==> config.mk <==
export PLATFORM = sky130hd
export DESIGN_NAME = clock_rate_monitor
export DESIGN_NICKNAME = d
export VERILOG_FILES = /design/src/rtl/clkmon_pkg.sv /design/src/rtl/clkmon_tick_sync.sv /design/src/rtl/clkmon_window_meter.sv /design/src/rtl/clkmon_ctrl.sv /design/src/rtl/clock_rate_monitor.sv
export SDC_FILE = /design/constraint.sdc
export NUM_CORES = 1
export LEC_CHECK = 0
export BUFFER_PORTS_ARGS = -buffer_cell sky130_fd_sc_hd__buf_2
export CAP_MARGIN = 20
export CORE_MARGIN = 4
export CORE_UTILIZATION = 30
export DETAILED_ROUTE_END_ITERATION = 12
export GPL_TIMING_DRIVEN = 0
export SYNTH_ARGS = -nofsm -noshare
export SYNTH_HDL_FRONTEND = slang
export SYNTH_HIERARCHICAL = 1
export SYNTH_SLANG_ARGS = --single-unit
export TNS_END_PERCENT = 5
==> constraint.sdc <==
create_clock -name clk -period 1.6 [get_ports clk]
set_input_delay 0.08 -clock clk [delete_from_list [all_inputs] [get_ports clk]]
set_output_delay 0.08 -clock clk [all_outputs]
set_load 0.02 [all_outputs]
==> src/rtl/clkmon_pkg.sv <==
package clkmon_pkg;

    typedef enum logic [1:0] {
        ST_FAULT = 2'b00,
        ST_HOLD  = 2'b01,
        ST_RUN   = 2'b10
    } cm_state_e;

endpackage

==> src/rtl/clkmon_tick_sync.sv <==
module clkmon_tick_sync #(
    parameter int STAGES = 2
) (
    input  logic clk,
    input  logic rst_n,
    input  logic tick_async,
    output logic tick_rise
);

    logic [STAGES-1:0] sync_q;
    logic              prev_q;

    always_ff @(posedge clk or negedge rst_n) begin
        if (!rst_n) begin
            sync_q <= '0;
            prev_q <= 1'b0;
        end else begin
            sync_q <= {sync_q[STAGES-2:0], tick_async};
            prev_q <= sync_q[STAGES-1];
        end
    end

    always_comb begin
        tick_rise = sync_q[STAGES-1] & ~prev_q;
    end

    // a held level yields one edge only
    a_r9_single_pulse: assert property (@(posedge clk) disable iff (!rst_n)
        tick_rise |=> !tick_rise);

endmodule

==> src/rtl/clkmon_window_meter.sv <==
module clkmon_window_meter #(
    parameter int MIN_COUNT = 20
) (
    input  logic clk,
    input  logic rst_n,
    input  logic tick_rise,
    output logic meas_valid,
    output logic meas_good
);

    localparam int CNT_W = $clog2(MIN_COUNT + 1);
    localparam logic [CNT_W-1:0] CNT_SAT  = CNT_W'(MIN_COUNT);
    localparam logic [CNT_W-1:0] GOOD_MIN = CNT_W'(MIN_COUNT - 1);

    logic [CNT_W-1:0] cnt_q;
    logic             primed_q;

    // counter of clocks since last edge, saturating at the threshold
    always_ff @(posedge clk or negedge rst_n) begin
        if (!rst_n) begin
            cnt_q <= '0;
        end else if (tick_rise) begin
            cnt_q <= '0;
        end else if (cnt_q != CNT_SAT) begin
            cnt_q <= cnt_q + 1'b1;
        end
    end

    // first edge after reset only opens a window
    always_ff @(posedge clk or negedge rst_n) begin
        if (!rst_n) begin
            primed_q <= 1'b0;
        end else if (tick_rise) begin
            primed_q <= 1'b1;
        end
    end

    always_ff @(posedge clk or negedge rst_n) begin
        if (!rst_n) begin
            meas_valid <= 1'b0;
            meas_good  <= 1'b0;
        end else begin
            meas_valid <= tick_rise & primed_q;
            if (tick_rise) begin
                meas_good <= (cnt_q >= GOOD_MIN);
            end
        end
    end

    // counter never passes its saturation value
    a_r3_count_bounded: assert property (@(posedge clk) disable iff (!rst_n)
        cnt_q <= CNT_SAT);

    // an edge before priming produces no verdict
    a_r7_first_edge_silent: assert property (@(posedge clk) disable iff (!rst_n)
        (tick_rise && !primed_q) |=> !meas_valid);

endmodule

==> src/rtl/clkmon_ctrl.sv <==
module clkmon_ctrl
    import clkmon_pkg::*;
#(
    parameter int HOLD_CYCLES = 16
) (
    input  logic clk,
    input  logic rst_n,
    input  logic meas_valid,
    input  logic meas_good,
    output logic err_n,
    output logic cm_flag
);

    localparam int HOLD_W = $clog2(HOLD_CYCLES + 1);
    localparam logic [HOLD_W-1:0] HOLD_LAST = HOLD_W'(HOLD_CYCLES - 1);

    cm_state_e        state_q, state_d;
    logic [HOLD_W-1:0] hold_q;
    logic              win_good, win_slow;

    always_comb begin
        win_good = meas_valid &  meas_good;
        win_slow = meas_valid & ~meas_good;
    end

    always_comb begin
        state_d = state_q;
        unique case (state_q)
            ST_FAULT: if (win_good) state_d = ST_HOLD;
            ST_HOLD: begin
                if (win_slow)                state_d = ST_FAULT;
                else if (hold_q == HOLD_LAST) state_d = ST_RUN;
            end
            ST_RUN:   if (win_slow) state_d = ST_FAULT;
            default:  state_d = ST_FAULT;
        endcase
    end

    always_ff @(posedge clk or negedge rst_n) begin
        if (!rst_n) state_q <= ST_FAULT;
        else        state_q <= state_d;
    end

    always_ff @(posedge clk or negedge rst_n) begin
        if (!rst_n) begin
            hold_q <= '0;
        end else if (state_q != ST_HOLD) begin
            hold_q <= '0;
        end else if (hold_q != HOLD_LAST) begin
            hold_q <= hold_q + 1'b1;
        end
    end

    // outputs; the monitor is inhibited while reset is held
    always_comb begin
        err_n   = 1'b1;
        cm_flag = 1'b1;
        if (rst_n) begin
            unique case (state_q)
                ST_RUN:  begin err_n = 1'b1; cm_flag = 1'b0; end
                ST_HOLD: begin err_n = 1'b0; cm_flag = 1'b1; end
                default: begin err_n = 1'b0; cm_flag = 1'b1; end
            endcase
        end
    end

    // a slow window while released faults next cycle
    a_r5_slow_faults: assert property (@(posedge clk) disable iff (!rst_n)
        (state_q == ST_RUN && win_slow) |=> (state_q == ST_FAULT));

    // a slow window during hold-off aborts the release
    a_r6_hold_abort: assert property (@(posedge clk) disable iff (!rst_n)
        (state_q == ST_HOLD && win_slow) |=> (state_q == ST_FAULT));

    // release only out of HOLD after the full hold-off
    a_r4_release_after_hold: assert property (@(posedge clk) disable iff (!rst_n)
        (state_q == ST_RUN && $past(state_q) != ST_RUN) |->
            ($past(state_q) == ST_HOLD && $past(hold_q) == HOLD_LAST));

    // flag and error pin agree once out of reset
    a_r8_flag_tracks_err: assert property (@(posedge clk) disable iff (!rst_n)
        cm_flag == !err_n);

    // without a good window FAULT is held
    a_r4_fault_sticky: assert property (@(posedge clk) disable iff (!rst_n)
        (state_q == ST_FAULT && !win_good) |=> (state_q == ST_FAULT));

endmodule

==> src/rtl/clock_rate_monitor.sv <==
module clock_rate_monitor #(
    parameter int MIN_COUNT   = 20,
    parameter int HOLD_CYCLES = 16,
    parameter int SYNC_STAGES = 2
) (
    input  logic clk,
    input  logic rst_n,
    input  logic ref_tick,
    output logic err_n,
    output logic cm_flag
);

    logic tick_rise;
    logic meas_valid;
    logic meas_good;

    clkmon_tick_sync #(
        .STAGES     (SYNC_STAGES)
    ) u_sync (
        .clk        (clk),
        .rst_n      (rst_n),
        .tick_async (ref_tick),
        .tick_rise  (tick_rise)
    );

    clkmon_window_meter #(
        .MIN_COUNT  (MIN_COUNT)
    ) u_meter (
        .clk        (clk),
        .rst_n      (rst_n),
        .tick_rise  (tick_rise),
        .meas_valid (meas_valid),
        .meas_good  (meas_good)
    );

    clkmon_ctrl #(
        .HOLD_CYCLES (HOLD_CYCLES)
    ) u_ctrl (
        .clk        (clk),
        .rst_n      (rst_n),
        .meas_valid (meas_valid),
        .meas_good  (meas_good),
        .err_n      (err_n),
        .cm_flag    (cm_flag)
    );

    // inhibited during reset
    always_comb begin
        if (!rst_n) a_r1_reset_quiet: assert (err_n && cm_flag);
    end

endmodule

==> flow_summary.yaml, run 1 <==
yosys:
  netlist_area_sq_um: 885
  synth_compound_area_share_pct: 6.65
  synthTopCellsByArea: "dfrtp_1 (51%), ha_1 (5.7%), nor2_1 (3.8%), mux2i_1 (3.4%), xor2_1 (3.0%)"
  ys_top_cells_by_count: "dfrtp_1 (18), nor2_1 (9), ha_1 (4), inv_1 (4), nand2b_1 (4)"
  synthMuxAreaShare_pct: 6.36
  yosysSeqAreaShare_pct: 50.9
  synth-async-reset-ratio_pct: 100
  yosys.area_share.adder_pct: 5.66
  syn_inst: 74
  synth-xor-area-share_pct: 3.96
  synth_cell_types: 29
  synth_area_per_cell_sq_um: 12.0
  synth_flop_cell: "dfrtp_1"
  yosys.area.top_type: "dfrtp_1"
  synthesis.nets: 81
  yosysMostFrequentCell: "dfrtp_1"
  synth_top_family_by_area: "simple AND/OR/NAND/NOR gates"
  synth_top_area_share_pct: 50.9
  synth_simple_gate_area_share_pct: 22.2
  ys_warn_count: 6
  synth-seq-cells: 18
  synth_edf_count: 0
critical_path:
  critical_path_class: "reg -> reg"
  cp.required_ns: 1.83
  r2r-start: "u_ctrl/hold_q[0]$_DFFE_PN0P_"
  crit_fanout: 7
  cp.arrival_ns: 1.76
  startpoint: "u_ctrl/hold_q[0]$_DFFE_PN0P_"
  start_kind: "register"
  end_kind: "register"
die:
  die_w_um: 62.3
  fp.dieH_um: 62.3
  fp-row-count: 19
  core_sq_um: 2780
  dieArea_sq_um: 3880
  ios: 5
  start_util_pct: 31.8
cts:
  numCtsBuffers: 3
  clk_pin_slew_worst_paths_ns: 0.10
  ctsLongestPathBuffers: 2
  clock_latency_ns: 0.29
  clock_sinks: 18
  htreeDepth: 1
  clockRootBuffer: "clkbuf_4"
  cts_tree: "done"
pwr:
  sequentialPowerShare_pct: 56.9
  comb_power_share_pct: 21.4
  intPower_uw: 724
  swShare_pct: 29.4
  leakage_uw: 0.000485
  vdd_drop_max_mv: 0.632
  clkPwrFrac_pct: 21.7
  p_per_area_nw_per_um2: 986
  switchingPower_uw: 301
finish:
  antennaDiodeCount: 0
  area_delta_synth_final_pct: 17.5
  final_area_sq_um: 1040
  drive_gt1_share_pct: 29.1
  fin_nets: 95
place:
  pre_cts_ws_ns: -0.0415
  gp_congestion: 0.771
  dp_hpwl_um: 953
  place_area_sq_um: 943
  port_buffers: 4
routing:
  drt_iter0_markers: 28
  ant_nets: 0
  wl_per_cell_um: 11.6
  viasPerCell: 4.68
  post-route-drc-count: 0
  drt-pass1-iter-count: 4
  wirelength_um: 1360
  via_count: 548
timing:
  rsz0062_at_grt: "true"
  slew_headroom_pct: 71.2
  finalSetupViolCount: 0
  hold_viol: 0
  holdWs_ns: 0.253
  slew_viol_final: 0
  timing.final.crit_period_ns: 1.53
  worstMarginPinSlew_ns: 0.433
  clock.fmax_mhz: 653
  setup_ws_ns: 0.0690
  fin_crit_sh_pct: 95.7
  finalClockSkew_ns: 0.00354
grt:
  grt_usage_pct: 8.42
  gr-total-overflow: 0
  antenna_found_initial: 0
  grt_start_max_net_pins: 21
  grt_pass1_vias: 574
  grt_pass1_wl_um: 2620
hold_path:
  hp-class: "in -> async"
status:
  status: "finished, final reports clean"
job:
  drv_cap: 0
[layout make-up]
type / instances / area [sq um]
tap: 31 / 38.8
clock buffer: 3 / 22.5
inverter: 4 / 15.0
timing repair buffer: 9 / 62.6
fill: 280 / 1740
multi-input combinational: 50 / 427
buffer: 2 / 22.5
sequential: 18 / 452
[power groups by stage]
stage               combinational [uW]  clock [uW]  sequential [uW]
CTS                                222         236              579
floorplan                          159           0              577
finish                             220         222              583
global route                       255         258              598
global placement                   188           0              591
detailed placement                 195           0              596
[path summary, 6_finish.rpt]
check                                                    end  slack [ns]  depth (start not counted)
worst max-delay path            u_ctrl/hold_q[3]$_DFFE_PN0P_        0.07                          7
worst min-delay path            u_meter/cnt_q[1]$_DFFE_PN0P_        0.25                          2
worst max register to register  u_ctrl/hold_q[3]$_DFFE_PN0P_        0.07                          7
worst min register to register    u_sync/sync_q[1]$_DFF_PN0_        0.36                          0
max in group asynchronous       u_ctrl/hold_q[0]$_DFFE_PN0P_        1.02                          2
min in group clk                  u_sync/sync_q[1]$_DFF_PN0_        0.36                          0
[placed cells by master (no fill, tap or decap)]
master	n
nor2b_4	1
inv_1	4
clkbuf_4	3
xnor2_1	1
a2111oi_0	1
and4b_4	1
dlygate4sd3_1	2
buf_6	2
mux2_4	1
nor2b_1	3
buf_4	3
nor2b_2	1
mux2i_1	3
nand2_1	2
xor2_1	3
a2111oi_2	1
dfrtp_2	1
or2b_1	1
nand3_1	2
o22ai_1	1
dfrtp_1	17
nand3b_1	2
buf_2	4
ha_4	2
o21ba_2	1
nand2b_1	4
mux2_2	1
nor2_1	9
nand4b_4	1
a21oi_1	2
or2_2	1
a211o_1	1
and2_1	1
ha_1	2
and3_4	1
[kinds of logic (layout without fill, tap and decap cells)]
| group | Yosys count | after routing |
|---|---|---|
| DFF | 18 | 18 |
| adders and majority gates | 4 | 4 |
| xor gates and xnor gates | 4 | 4 |
| buffers and inverters | 6 | 18 |
| and+or+nand+nor | 30 | 30 |
| AOI/OAI and AO/OA | 7 | 7 |
| muxes | 5 | 5 |
[per-stage QoR]
stage / power (uW) / TNS, ns / util (%) / std cells
floorplan: 735 / 0 / - / 74
global placement: 779 / -0.0159 / 33.9 / 109
detailed placement: 791 / -0.0567 / 33.9 / 109
CTS: 1040 / 0 / 36.0 / 116
global route: 1110 / -0.0199 / 37.4 / 117
finish: 1030 / 0 / 37.4 / 117
[registers in the layout (all words and copies together), names as in the netlist]
signal and count:
u_meter/meas_valid 1, u_ctrl/state_q 2, u_meter/cnt_q 5, u_meter/primed_q 1
u_meter/meas_good 1, u_ctrl/hold_q 5, u_sync/prev_q 1, u_sync/sync_q 2
[repair_timing]
action	4_1_cts	5_1_grt
resized for setup	1	5
hold buffers	2	0
setup buffers	2	1
hold endpoints to repair	19	0
setup endpoints to repair	2	3
pin swaps	0	3
[per-layer routing]
layer,vias up,track usage [%],wire length (um)
li1,276,-,-
met1,264,11.0,661
met2,6,11.8,627
met3,2,4.32,58
met4,0,3.18,8
met5,-,0,0
[critical path, stage by stage, from the launching register on]
cell and delay (ns):
dfrtp_2 0.44, ha_4 0.16, and3_4 0.18, ha_4 0.15, buf_6 0.13, nand4b_4 0.16
xor2_1 0.17, nor2_1 0.09
No activity file was read; power rests on OpenSTA's default activity.
==> inputs of run 2 (changes only) <==
CORE_MARGIN = unset   (was 4)
==> flow_summary.yaml, run 2 (same netlist as run 1, synthesis figures left out) <==
cts:
  clock_latency_ns: 0.29
  cts_tree: "done"
  clk_pin_slew_worst_paths_ns: 0.10
  htreeDepth: 1
  clock_sinks: 18
  clockRootBuffer: "clkbuf_4"
  numCtsBuffers: 3
  ctsLongestPathBuffers: 2
die:
  start_util_pct: 31.8
  fp-row-count: 19
  ios: 5
  die_w_um: 56.3
  dieArea_sq_um: 3170
  core_sq_um: 2780
  fp.dieH_um: 56.3
timing:
  slew_headroom_pct: 71.0
  worstMarginPinSlew_ns: 0.424
  fin_crit_sh_pct: 95.8
  holdWs_ns: 0.248
  rsz0062_at_grt: "false"
  finalClockSkew_ns: 0.000783
  hold_viol: 0
  slew_viol_final: 0
  finalSetupViolCount: 0
  clock.fmax_mhz: 653
  timing.final.crit_period_ns: 1.53
finish:
  mostFrequentLayoutCells: "dfrtp_1 (18), nor2_1 (9)"
  fin_cells: 119
  area_delta_synth_final_pct: 17.0
  drive_gt1_share_pct: 28.4
  antennaDiodeCount: 0
  top_regs: "u_ctrl/hold_q (5), u_meter/cnt_q (5)"
  fin_nets: 96
  final_common_cell: "dfrtp_1"
place:
  dp_hpwl_um: 916
  post-place-cells: 109
  gp_congestion: 0.741
  port_buffers: 4
grt:
  grt_pass1_vias: 565
  grt_usage_pct: 9.54
  grt_start_max_net_pins: 21
  grt_pass1_wl_um: 2330
  antenna_found_initial: 0
  gr-total-overflow: 0
critical_path:
  start_kind: "register"
  critical_path.cell_chain: "ha_2, and3_1, ha_2, buf_6, nand4b_4, xor2_1, nor2_1"
  cp_slowest_cell: "dfrtp_1"
  critical_path_class: "reg -> reg"
  cp_slowest_stage_delay_ns: 0.40
  cp.arrival_ns: 1.72
  crit_fanout: 7
  end_kind: "register"
  crit_top_cell: "ha_2"
  cp.required_ns: 1.79
pwr:
  vdd_drop_max_mv: 0.810
  p_per_area_nw_per_um2: 1040
  leakage_uw: 0.000501
routing:
  drt-pass1-iter-count: 4
  wl_met1_um: 645
  route.met2.wl_um: 665
  via_count: 571
  ant_nets: 0
  top_layer: "met3"
  wl_per_cell_um: 11.5
  drt_iter0_markers: 6
  viasPerCell: 4.80
  wl_met3_um: 61
  wirelength_um: 1370
  post-route-drc-count: 0
job:
  drv_cap: 0
hold_path:
  hp-class: "in -> async"
status:
  status: "finished, final reports clean"
run 2: cell type report:
cell class | count | area, sq um
flip-flops and latches | 18 | 450
inverters | 4 | 15.0
repair buffers | 10 | 70.1
fillers | 282 | 1750
well taps | 31 | 38.8
multi-input cells | 50 | 402
plain buffers | 2 | 22.5
clock buffers | 4 | 36.3
run 2: critical path, delay by kind of cell (launching register included):
kind	cells	cell delay [ns]
buffers and inverters	1	0.13
adders and majority gates	2	0.36
xor gates and xnor gates	1	0.14
DFF	1	0.40
and+or+nand+nor	3	0.39
run 2: what timing repair did:
item / 4_1_cts / 5_1_grt
endpoints found under the setup margin: 2 / 2
endpoints found under the hold margin: 19 / 0
hold buffers: 2 / 0
buffers inserted: 2 / 2
resized for setup: 0 / 2
run 2: final timing paths:
path / from / endpoint / slack, ns / cells past startpoint
worst max-delay path: u_ctrl/hold_q[0]$_DFFE_PN0P_ / u_ctrl/hold_q[3]$_DFFE_PN0P_ / 0.07 / 7
worst min-delay path: rst_n / u_ctrl/state_q[0]$_DFFE_PN0P_ / 0.25 / 2
worst max register to register: u_ctrl/hold_q[0]$_DFFE_PN0P_ / u_ctrl/hold_q[3]$_DFFE_PN0P_ / 0.07 / 7
worst min register to register: u_sync/sync_q[0]$_DFF_PN0_ / u_sync/sync_q[1]$_DFF_PN0_ / 0.36 / 0
max in group asynchronous: rst_n / u_ctrl/hold_q[4]$_DFFE_PN0P_ / 1.05 / 2
min in group clk: u_sync/sync_q[0]$_DFF_PN0_ / u_sync/sync_q[1]$_DFF_PN0_ / 0.36 / 0
run 2: metrics by stage:
step	total power, uW	setup slack, ns	util, %	TNS (ns)	instance area [sq um]
3_5_place_dp	788	-0.0423	33.9	-0.0755	943
3_3_place_gp	778	-0.0118	33.9	-0.0118	943
6_report	1080	0.0675	37.2	0	1030
4_1_cts	1100	0.0108	36.5	0	1010
2_1_floorplan	735	0.0550	-	0	885
5_1_grt	1150	0.0163	37.2	0	1030
run 2: layer usage:
| metal | up-vias | global-route usage, % |
|---|---|---|
| met2 | 8 | 16.2 |
| li1 | 280 | - |
| met5 | - | 0 |
| met1 | 283 | 10.8 |
| met4 | 0 | 2.09 |
| met3 | 0 | 4.84 |
run 2: power breakdown:
group,leakage (uW),switching [uW],internal (uW)
Clock,0.0000210,142,139
Combinational,0.000251,101,122
Sequential,0.000229,63.6,512
Total,0.000501,306,773
